## src/rtl/irq_chan_vector.sv

```systemverilog
module irq_chan_vector #(
  parameter int NCH = 16,
  parameter int AW = 12,
  parameter logic [AW-1:0] HBC_OFS = 12'h168,
  parameter logic [AW-1:0] BC_OFS = 12'h16C
) (
  input  logic           clk,
  input  logic           rst_n,
  input  logic           bus_sel,
  input  logic           bus_wr,
  input  logic [AW-1:0]  bus_addr,
  input  logic [31:0]    bus_wdata,
  output logic [31:0]    bus_rdata,
  input  logic [NCH-1:0] half_evt,
  input  logic [NCH-1:0] blk_evt,
  input  logic [NCH-1:0] half_en,
  input  logic [NCH-1:0] blk_en,
  output logic           grp_irq
);
  localparam int CW = 6;
  localparam logic [NCH-1:0] ONE = NCH'(1);

  logic [NCH-1:0] hb_pend, bc_pend, hb_clr, bc_clr;
  logic [CW-1:0]  hb_code, bc_code, rd_code;

  function automatic logic [CW-1:0] encode(input logic [NCH-1:0] v);
    encode = '0;
    for (int i = NCH - 1; i >= 0; i--)
      if (v[i]) encode = CW'(i + 1);
  endfunction

  wire unused_wdata = ^bus_wdata;
  wire rd    = bus_sel & ~bus_wr;
  wire rd_hb = rd && (bus_addr == HBC_OFS);
  wire rd_bc = rd && (bus_addr == BC_OFS);

  assign hb_code = encode(hb_pend & half_en);
  assign bc_code = encode(bc_pend & blk_en);
  assign hb_clr  = (rd_hb && hb_code != '0) ? (ONE << (hb_code - 1'b1)) : '0;
  assign bc_clr  = (rd_bc && bc_code != '0) ? (ONE << (bc_code - 1'b1)) : '0;
  assign rd_code = rd_hb ? hb_code : (rd_bc ? bc_code : '0);
  assign grp_irq = |(hb_pend & half_en) | |(bc_pend & blk_en);

  always_ff @(posedge clk) begin
    if (!rst_n) begin
      hb_pend   <= '0;
      bc_pend   <= '0;
      bus_rdata <= '0;
    end else begin
      hb_pend <= (hb_pend & ~hb_clr) | half_evt;
      bc_pend <= (bc_pend & ~bc_clr) | blk_evt;
      if (rd) bus_rdata <= {{(32-CW){1'b0}}, rd_code};
    end
  end

  assert_code_range_R2: assert property (@(posedge clk) disable iff (!rst_n)
    bus_rdata[CW-1:0] <= CW'(NCH));
  assert_upper_zero_R3: assert property (@(posedge clk) disable iff (!rst_n)
    bus_rdata[31:CW] == '0);
  assert_one_clear_hb_R6: assert property (@(posedge clk) disable iff (!rst_n)
    rd_hb |=> $countones($past(hb_pend) & ~hb_pend) <= 1);
  assert_one_clear_bc_R6: assert property (@(posedge clk) disable iff (!rst_n)
    rd_bc |=> $countones($past(bc_pend) & ~bc_pend) <= 1);
  assert_no_drop_hb_R8: assert property (@(posedge clk) disable iff (!rst_n)
    !(rd_hb && hb_code != '0) |=> (($past(hb_pend) & ~hb_pend) == '0));
  assert_no_drop_bc_R8: assert property (@(posedge clk) disable iff (!rst_n)
    !(rd_bc && bc_code != '0) |=> (($past(bc_pend) & ~bc_pend) == '0));
  assert_set_wins_R7: assert property (@(posedge clk) disable iff (!rst_n)
    1'b1 |=> ((hb_pend & $past(half_evt)) == $past(half_evt)) &&
             ((bc_pend & $past(blk_evt)) == $past(blk_evt)));
  assert_irq_on_code_R9: assert property (@(posedge clk) disable iff (!rst_n)
    (rd_code != '0) |-> grp_irq);
  assert_rdata_hold_R11: assert property (@(posedge clk) disable iff (!rst_n)
    !rd |=> $stable(bus_rdata));
endmodule

```

## config.mk

```make
export PLATFORM = sky130hd
export DESIGN_NAME = irq_chan_vector
export DESIGN_NICKNAME = d
export VERILOG_FILES = /design/src/rtl/irq_chan_vector.sv
export SDC_FILE = /design/constraint.sdc
export NUM_CORES = 1
export LEC_CHECK = 0
export BUFFER_PORTS_ARGS = -buffer_cell sky130_fd_sc_hd__buf_2
export CORE_ASPECT_RATIO = 0.5
export CORE_UTILIZATION = 49
export CTS_BUF_LIST = sky130_fd_sc_hd__clkbuf_4
export DETAILED_ROUTE_END_ITERATION = 8
export PLACE_DENSITY = 0.95
export REMOVE_ABC_BUFFERS = 1
export SLEW_MARGIN = 40
export SYNTH_ARGS = -nofsm -noshare
export SYNTH_HDL_FRONTEND = slang
export SYNTH_SLANG_ARGS = --single-unit
export TNS_END_PERCENT = 20
```

## constraint.sdc

```tcl
create_clock -name clk -period 4.4 [get_ports clk]
set_input_delay 0.88 -clock clk [delete_from_list [all_inputs] [get_ports clk]]
set_output_delay 0.88 -clock clk [all_outputs]
set_load 0.005 [all_outputs]
```

* Yosys cells after proc, flatten, opt, wreduce, memory -nomap -nowiden *
Index checks and enable logic that the tools add are counted.

operators by class
  equal/unequal tests = 2
  bitwise gates (word level) = 11
  add/subtract/negate cells = 2
  muxes and demuxes = 36
  div/mod/pow operators = 0
  $mul = 0
  shifts and indexed selects = 2
  $lt $le $gt $ge = 0
  reductions and logical operators = 8

operators with widths
  cell                  number
  $mux 6                32
  $and 16x16->16        4
  $mux 16               2
  $not 16->16           2
  $or 16x16->16         2
  $reduce_or 16->1      2
  $shl 1x6->16 const A  2
  $eq 12x9->1 const B   2
  $reduce_bool 6->1     2
  $sub 6x1->6 const B   2
  $mux 5                2
  $logic_and 1x1->1     4
  $and 1x1->1           1
  $not 1->1             1
  $or 1x1->1            1

storage, ports and cells
  bits in latches = 0
  bits in registers = 38
  RAM bits = 0
  memories = 0
  output and inout bits = 33
  input port bits = 112
  logic and storage cells = 64
  memory bits (read-only) = 0

* Longest topological paths before layout *
Gate-level depths: netlist (run 1).

  word-level depth = 23
  mapped depth = 12
  mapped depth without buffers = 12

* Least setup slack after synthesis (run 1) *
Ideal clock, no wire load.

  path type = input -> register
  start point = input port half_en[10]
  end point = register hb_pend[0]
  required time = 4.254 ns
  setup time = 0.146 ns
  path buffers = 1
  path slack = 1.302 ns
  arrival time = 2.952 ns
  stages on the path = 10
  cell sequence = nand2_1 a32o_1 o2111ai_1 a31o_2 clkbuf_1 inv_1 ha_1 o32a_1 nor3b_1 a41oi_1

between the ends
  word-level cells in the longest chain between the ends = 18
  elaborated cells between the ends (all ways) = 20
  classes of those cells = add/sub (1); shift (1); mux (12); bitwise (4); reduce/logical (2)

RTL lines
  what                                                      RTL line  RTL
  start, declared                                           16        input logic [NCH-1:0] half_en,
  $and 16x16->16 *                                          37        assign hb_code = encode(hb_pend & half_en);
  $mux 6 * (11 in series)                                   29        if (v[i]) encode = CW'(i + 1);
  $sub 6x1->6 / $reduce_bool 6->1 (equally long branches)   39        assign hb_clr = (rd_hb && hb_code != '0) ? (ONE << (hb_code - 1'b1)) : '0;
  $shl 1x6->16 / $logic_and 1x1->1 (equally long branches)  39
  $mux 16 *                                                 39
  $not 16->16 *                                             50        hb_pend <= (hb_pend & ~hb_clr) | half_evt;
  $and 16x16->16 *                                          50
  $or 16x16->16 *                                           50
  end signal, assigned                                      50
  end, declared                                             23        logic [NCH-1:0] hb_pend, bc_pend, hb_clr, bc_clr;

Mark *: on every way between the ends. The rest lies on a longest branch, timed or not.
A chain may end at the register's enable or synchronous reset.

* Worst setup path after layout (run 1) *
  start point = input port blk_en[7]
  end point = output port grp_irq

between the ends
  word-level cells in the longest chain between the ends = 3

RTL lines
  what              RTL line  RTL
  start, declared   17        input logic [NCH-1:0] blk_en,
  $and 16x16->16    42        assign grp_irq = |(hb_pend & half_en) | |(bc_pend & blk_en);
  $reduce_or 16->1  42
  $or 1x1->1        42
  end, declared     18        output logic grp_irq

Every way passes these cells.

==> results.txt, run 1 <==
Setup violations remaining at the end of the flow were counted as 0. The flow ran to the end, and the final reports show no timing, DRC or antenna violations. The final period utilization came out at 78.0%.

The number of enable flip-flop cells after synthesis works out to 0. The cell depth of the worst flop-to-flop path came out at 9. Root buffer selected by CTS: clkbuf_4. Setup repair after global routing left no endpoint under its margin. The first global-routing pass estimated 11000 microns of wire.

For the synthesized netlist cell count, the log shows 329. In the final timing run, aggregate negative setup slack is 0 ns. At the later pin of the worst-skew pair, clock insertion delay measures 0.34 ns. VDD sags by at most 0.000151 V. The total power divided by cell area is 283 nW/um^2.

For this configuration, the core starts out at a cell density of 51.4%. The post-route DRC violation count is 0. In this run the register-to-register setup slack is 1.56 ns. The floorplan step set the die width to 104 microns.

By area the synthesized netlist is led by dfxtp_1 (29%), buf_4 (7.9%), o21ai_0 (7.8%), a31oi_1 (4.4%), a21oi_1 (4.3%). The number of antenna diodes in the final layout is 0. In the synthesized netlist the dominant register cell turns out to be dfxtp_1. The wire-length estimate of the detail-placed layout is 5380 microns. From synthesis to final layout, the design area changed by 17.3%. The classification of the worst-slack hold path is reg -> reg. The number of storage elements in the synthesis netlist was 37. The tools report the vias after detailed routing as 2808.

The TritonCTS buffer count was 5. At the pin with the least slew margin, the transition time is 0.735 ns. The reg-to-reg critical path endpoint was hb_pend[1].

For the distinct cell type count after synthesis, the log shows 57. After floorplanning, the core was sized to cover 4980 sq um. The average wire length per cell after detail routing is 14.3 microns, and the critical path data arrival time is 2.55 ns.

The worst setup path is of the in -> out kind. Entering global routing, the biggest net connects 38 pins. The worst hold path terminates at bus_rdata[1]. The analysis attributes to cell leakage a power of 0.00133 uW. The run gives 2464 as the via count of the first global-routing pass. The synthesized design spends more area on one cell type than any other, namely dfxtp_1. Wires add up to 6900 microns.

The floorplan step defined a die boundary enclosing 5530 sq um. The reg-to-reg critical path startpoint is hb_pend[10]. STA classifies the critical path endpoint as an output port.

The run gives 0 as the final-report max-slew violation count. The run gives 0 as the total of warnings raised by yosys. The logs give 28.9% for the proportion of synthesized chip area in sequential cells and 60.3% for the core utilization of the finished layout. Maximum level of the CTS H-tree: 2. The most common cell after layout, fill and taps aside is buf_2. TritonCTS built the clock tree.

The clock-pin slew of the registers on the worst-case setup and hold paths is 0.11 ns, and the area fraction of the dominant cell type after synthesis is 28.9%. The average via count per standard cell works out to 5.80. The iteration count of the initial detailed-routing pass was 8; the final net count was 530.

In the synthesized netlist the async set-or-reset flop fraction comes to 0%. The run gives 168 as the first-iteration detailed-routing DRC count. Highest achievable clock rate: 0.291 GHz.

Row generation in the floorplan step produced 18 rows. Gates resized during post-CTS repair numbered 0. In this run the post-CTS setup repair buffer count came out at 0. The number of hold buffers added after CTS was 0. A synthesized cell averages 7.78 sq um. The tools report the startpoint of the most critical hold path as bus_rdata[1]. The number of max-cap violations came out at 0. The required time of the critical path was 3.52 ns. The number of stages on the worst hold path is 2.

The post-route netlist has 25.4% of its cells at a drive strength greater than 1. The clock passes through at most 2 buffers. The mapped netlist covers 2560 sq um.

The count of nets left with antenna violations once routing finished came out at 0. The final-report hold violation count was 0; the final critical-path required period was 3.43 ns. The die is 53.1 microns tall.

The number of buffer cells added on primary ports is 85. The run gives 37 as the number of clock sinks. Global routing used 25.4% of the available tracks across all layers. Routability-driven placement finished with a final weighted congestion of 0.878. Pin placement for this block handled 145 I/O pins.

STA classifies the critical path startpoint as an input port. The logs give 50.7% for the worst-case headroom to the max-slew limit and 0 for the total grt overflow. Of all nets on the critical path, the largest fanout is 4.

Clock skew: 0.00550 ns. For the initial antenna violation count, the log shows 0. The top cell types in the final layout, fill and taps aside, are buf_2 (85), o21ai_0 (40), dfxtp_1 (37), conb_1 (27), nand2_1 (26).
through the flow:
stage	instance area, sq um	hold WS (ns)	instances	total power (uW)	worst slack, ns
floorplan	2420	0.454	320	565	1.38
global route	3000	0.506	484	905	0.947
finish	3000	0.478	484	848	0.969
CTS	3000	0.475	484	848	1.04
detailed placement	2950	0.459	477	675	0.966
global placement	2950	0.455	477	663	1.06
per-layer routing:
layer / GRT usage [%] / share of wire (%)
met1: 30.1 / 43
met2: 48.2 / 48
met3: 5.17 / 8.4
met4: 6.43 / 0.75
met5: 0 / 0
cell type report:
type | count | area (sq um)
fillers | 468 | 1980
multi-input cells | 268 | 1630
flip-flops and latches | 37 | 741
repair buffers | 87 | 440
well taps | 70 | 87.6
inverters | 15 | 56.3
clock buffers | 6 | 45.0
clock inverters | 1 | 3.75
sequential cells by signal, indices dropped and copies added (netlist names):
register / count
bc_pend: 16
bus_rdata: 5
hb_pend: 16
power by group:
group,leakage (uW),internal [uW],switching (uW),total [uW]
clock,0.0000292,64.3,112,176
sequential,0.000309,356,18.5,375
combinational,0.000991,115,183,298
logic make-up (layout without fill, tap and decap cells):
family / Yosys count / after routing / share of synthesized area, %
AND/OR/NAND/NOR: 103 / 103 / 22.8
flip-flops: 37 / 37 / 28.9
buffers and inverters: 50 / 109 / 11.3
adder cells (fa/ha/maj): 4 / 4 / 1.96
AO/OA/AOI/OAI: 131 / 131 / 33.8
other: 1 / 27 / 0.147
XOR/XNOR: 3 / 3 / 1.03
synth_stat cells (2+ instances only):
cell,instances
a211oi_1,2
a21oi_1,22
a22o_1,12
a22oi_1,10
a31oi_1,18
a32o_1,2
a32oi_1,2
a41oi_1,6
and2_1,4
and3_1,2
and3b_1,2
buf_4,27
clkbuf_1,8
dfxtp_1,37
ha_1,4
inv_1,15
nand2_1,26
nand2b_4,2
nand3_1,4
nand4_1,3
nor2_1,22
nor2b_1,2
nor3_1,17
nor3b_1,4
o211ai_1,2
o21ai_0,40
o31ai_1,2
or4_4,2
xnor2_1,2
how the worst max path moves through the flow:
| stage | start | endpoint | slack, ns | depth (start not counted) |
|---|---|---|---|---|
| final | blk_en[7] | grp_irq | 0.97 | 7 |
| after detailed placement | half_en[10] | hb_pend[0] | 0.97 | 10 |
| after global placement | half_en[10] | hb_pend[0] | 1.06 | 10 |
| after global routing | blk_en[7] | grp_irq | 0.95 | 7 |
| after floorplan | blk_en[10] | bc_pend[1] | 1.38 | 12 |
| after CTS | blk_en[7] | grp_irq | 1.04 | 7 |
worst max-delay path, cell delays in order:
cell     delay (ns)
buf_2          0.13
a22o_1         0.23
nor4_1         0.62
nand3_1        0.21
nor3_1         0.23
nand3_1        0.11
buf_2          0.14
Power figures use the tool's default switching activity.
==> run 2: changes to the inputs <==
--- a/config.mk
+++ b/config.mk
@@ -7,10 +7,10 @@
 export LEC_CHECK = 0
 export BUFFER_PORTS_ARGS = -buffer_cell sky130_fd_sc_hd__buf_2
 export CORE_ASPECT_RATIO = 0.5
-export CORE_UTILIZATION = 49
+export CORE_UTILIZATION = 46
 export CTS_BUF_LIST = sky130_fd_sc_hd__clkbuf_4
 export DETAILED_ROUTE_END_ITERATION = 8
-export PLACE_DENSITY = 0.95
+export PLACE_DENSITY = 0.94
 export REMOVE_ABC_BUFFERS = 1
 export SLEW_MARGIN = 40
 export SYNTH_ARGS = -nofsm -noshare
==> constraint.sdc (replaced) <==
create_clock -name clk -period 3.5 [get_ports clk]
set_input_delay 0.7 -clock clk [delete_from_list [all_inputs] [get_ports clk]]
set_output_delay 0.7 -clock clk [all_outputs]
set_load 0.005 [all_outputs]
==> run 2 against run 1 <==
Non-clock buffer count up 3. Hold slack lost 0.0045 ns. Combinational power up 30%. Sequential share of layout area shrank 0.34 points. Sequential power up 26%. Count of clock-buffer cells in the layout grew 2. Clock skew decreased by 0.00066 ns. Worst setup slack got worse by 0.46 ns. Critical endpoint unchanged. Cell area increased by 1.4%.
==> results.txt, run 2 (synthesis gave the netlist of run 1 again) <==
STA classifies the critical path endpoint as an output port. For the required time of the critical path, the log shows 2.80 ns (-0.72 ns). The highest achievable clock rate is 0.334 GHz.

The buffer depth of the longest clock path is 2 (unchanged). Leaving out fill and tap cells, the most frequent cell in the layout is buf_2. The estimated wirelength of the detail-placed design came out at 5400 microns (+0.27%).

Number of cells on the critical path: 7 (unchanged). The clock power share was 22.9% (+2.2 points); the number of buffer cells added on primary ports was 85 (unchanged). TritonCTS built the clock tree.

The maximum vdd drop is 0.000170 V (+13%). The worst setup path is launched from an input port. Walking the worst path, the cells encountered are buf_2, a22o_1, nor3b_1, nand3_1, nor3_1, nand3_1, buf_2.

The die outline area was 5880 sq um (+6.3%); the global routing usage summed across all routing layers was 24.3% (-1.1 points). For the setup TNS after final layout, the log shows 0 ns (unchanged). The tools report the final antenna-violating net count as 0 (unchanged).

The later-pin clock latency in the skew report is 0.37 ns (+0.03 ns), and the via count of the first global-routing pass is 2418 (-1.9%). The post-route DRC violation count is 0 (unchanged). Setup repair after global routing left no endpoint under its margin. Longest individual stage delay on the worst path: 0.54 ns (-0.08 ns). The top cell types in the final layout, fill and taps aside, are buf_2 (85), o21ai_0 (40), dfxtp_1 (37), conb_1 (27), nand2_1 (26).

The tools report the iteration count of the initial detailed-routing pass as 4 (-4). The fraction of final layout cells with drive strength greater than 1 works out to 26.6% (+1.2 points). The number of max-cap violations is 0 (unchanged), and the cell-internal power is 704 uW (+31%).

The logs give 2980 sq um (+1.0%) for the cell area reported after detailed placement and 6990 microns (+1.4%) for the total wirelength of the detailed-routed design. The floorplan core area is 5130 sq um (+3.2%). The final-report hold violation count is 0 (unchanged).

The total of cells resized after clock tree synthesis came out at 0 (unchanged). The switching power share of the total came out at 36.7% (-0.17 points). Critical path data arrival time: 2.29 ns (-0.26 ns).

The final-report max-slew violation count is 0 (unchanged), and the number of stages on the worst hold path is 2 (unchanged). The top-level port count was 145 (unchanged). The logs give 18 (unchanged) for the standard-cell row count and 0 (unchanged) for the post-CTS setup buffer count.

The number of buffers added to fix hold violations after cts was 0 (unchanged); the cell depth of the worst flop-to-flop path was 10 (+1). The number of clock sinks came out at 37 (unchanged). By startpoint and endpoint, the worst setup path is classified as in -> out. The clock skew is 0.00485 ns (-0.000657 ns).

Classification of the worst-slack hold path: reg -> reg. The tools report the largest net degree at the start of global routing as 38 (unchanged). The root buffer selected by CTS is clkbuf_4.

The share of power burned in combinational logic is 34.7% (-0.4 points), and the initial antenna violation count is 0 (unchanged). Worst-case headroom to the max-slew limit: 55.2% (+4.5 points). The tools report the switching power of the nets as 408 uW (+30%).

The average wire length per cell after detail routing was 14.3 microns (+0.53%); the number of buffer and inverter instances along the worst setup path was 2 (unchanged). The clock-pin slew of the registers on the worst-case setup and hold paths is 0.11 ns (about the same). TritonCTS buffer count: 5 (unchanged). In the finished design, the share of the clock period the worst path needs comes to 85.4%. The flow ran to the end, and the final reports show no timing, DRC or antenna violations.

The slew at the pin closest to its max-slew limit is 0.669 ns (-0.0658 ns). The final critical-path required period is 2.99 ns, and the growth of design area from synthesis to finish is 18.9%. The first-iteration detailed-routing DRC count was 148 (-12%). In the final layout, the registers with the most flip-flops are bc_pend x16, hb_pend x16, bus_rdata x5.

The average via count per standard cell was 5.73 (-1.2%); the die width was 107 microns (+3.1%). The post-placement cell count was 480 (+0.63%). The final non-filler cell total is 488 (+0.83%).

The logs give 49.8% (-1.6 points) for the initial standard-cell utilization of the core and 533 (+0.57%) for the final net count. Maximum level of the CTS H-tree: 2 (unchanged). The tools report the total grt overflow as 0 (unchanged). The kind of cell with the highest combined delay along the critical path is simple AND/OR/NAND/NOR gates. For the sequential share of power, the log shows 42.4% (-1.7 points). The number of failing setup endpoints in the final timing report was 0 (unchanged). Area of all placed cells without fillers: 3040 sq um (+1.4%).

The slowest stage of the critical path belongs to the cell nor3b_1. Top fanout value on the critical path: 5 (+1). The placer's final routability congestion estimate was 0.866 (-1.3%); the total power divided by cell area was 365 nW/um^2 (+29%).

Total inserted antenna cells: 0 (unchanged). For the leakage power total, the log shows 0.00136 uW (+2.1%). The vias after detailed routing is 2796 (-0.43%), and the vertical die dimension is 54.7 microns (+3.1%). Global-route wire length before repair: 10800 microns (-1.6%).
-- run 2: changes by cell type in the layout (fill, tap and decap cells not counted) --
| cell | delta |
|---|---|
| buf_4 | +3 |
| clkbuf_4 | +2 |
| clkinv_1 | -1 |
| xnor2_1 | -1 |
| xnor2_2 | +1 |
-- run 2: layout make-up --
cell class	instances	area, sq um
Clock buffer	8	60.1
Fill cell	475	2090
Inverter	15	56.3
Multi-Input combinational cell	268	1630
Sequential cell	37	741
Tap cell	70	87.6
Timing Repair Buffer	90	463
-- run 2: path summary, 6_finish.rpt --
| path | start | end | slack (ns) |
|---|---|---|---|
| worst min-delay path | bus_rdata[1] | bus_rdata[1] | 0.47 |
| worst max register to register | hb_pend[10] | hb_pend[1] | 0.64 |
| worst min register to register | bus_rdata[1] | bus_rdata[1] | 0.47 |
| worst max-delay path | blk_en[5] | grp_irq | 0.51 |
-- run 2: per-layer routing --
layer	global-route usage (%)	vias to the layer above	part of all wire (%)
met5	0	-	0
met4	9.59	0	1.7
met3	6.19	15	8.6
met2	42.0	136	45
met1	29.8	1276	45
li1	-	1369	-
-- run 2: through the flow --
step	hold slack [ns]	power, uW	setup WS [ns]	utilization [%]
6_report	0.474	1110	0.510	59.2
5_1_grt	0.491	1170	0.355	59.2
4_1_cts	0.475	1110	0.532	59.2
3_5_place_dp	0.457	857	0.223	58.1
3_3_place_gp	0.454	843	0.191	57.9
2_1_floorplan	0.454	711	0.663	-
-- run 2: worst reg2reg max path: stages (launching register included) --
cell and delay [ns]:
dfxtp_1 0.36, a22o_1 0.24, a31oi_1 0.19, o2111ai_1 0.15, a31o_2 0.35, inv_1 0.10
ha_1 0.30, a211oi_1 0.12, o32a_1 0.25, nor3_1 0.50, a41oi_1 0.17
-- run 2: power groups by stage --
stage / logic, uW / clock network, uW / registers [uW]
detailed placement: 378 / 0 / 479
global placement: 365 / 0 / 478
global route: 424 / 273 / 475
floorplan: 238 / 0 / 473
CTS: 381 / 256 / 470
finish: 386 / 254 / 471
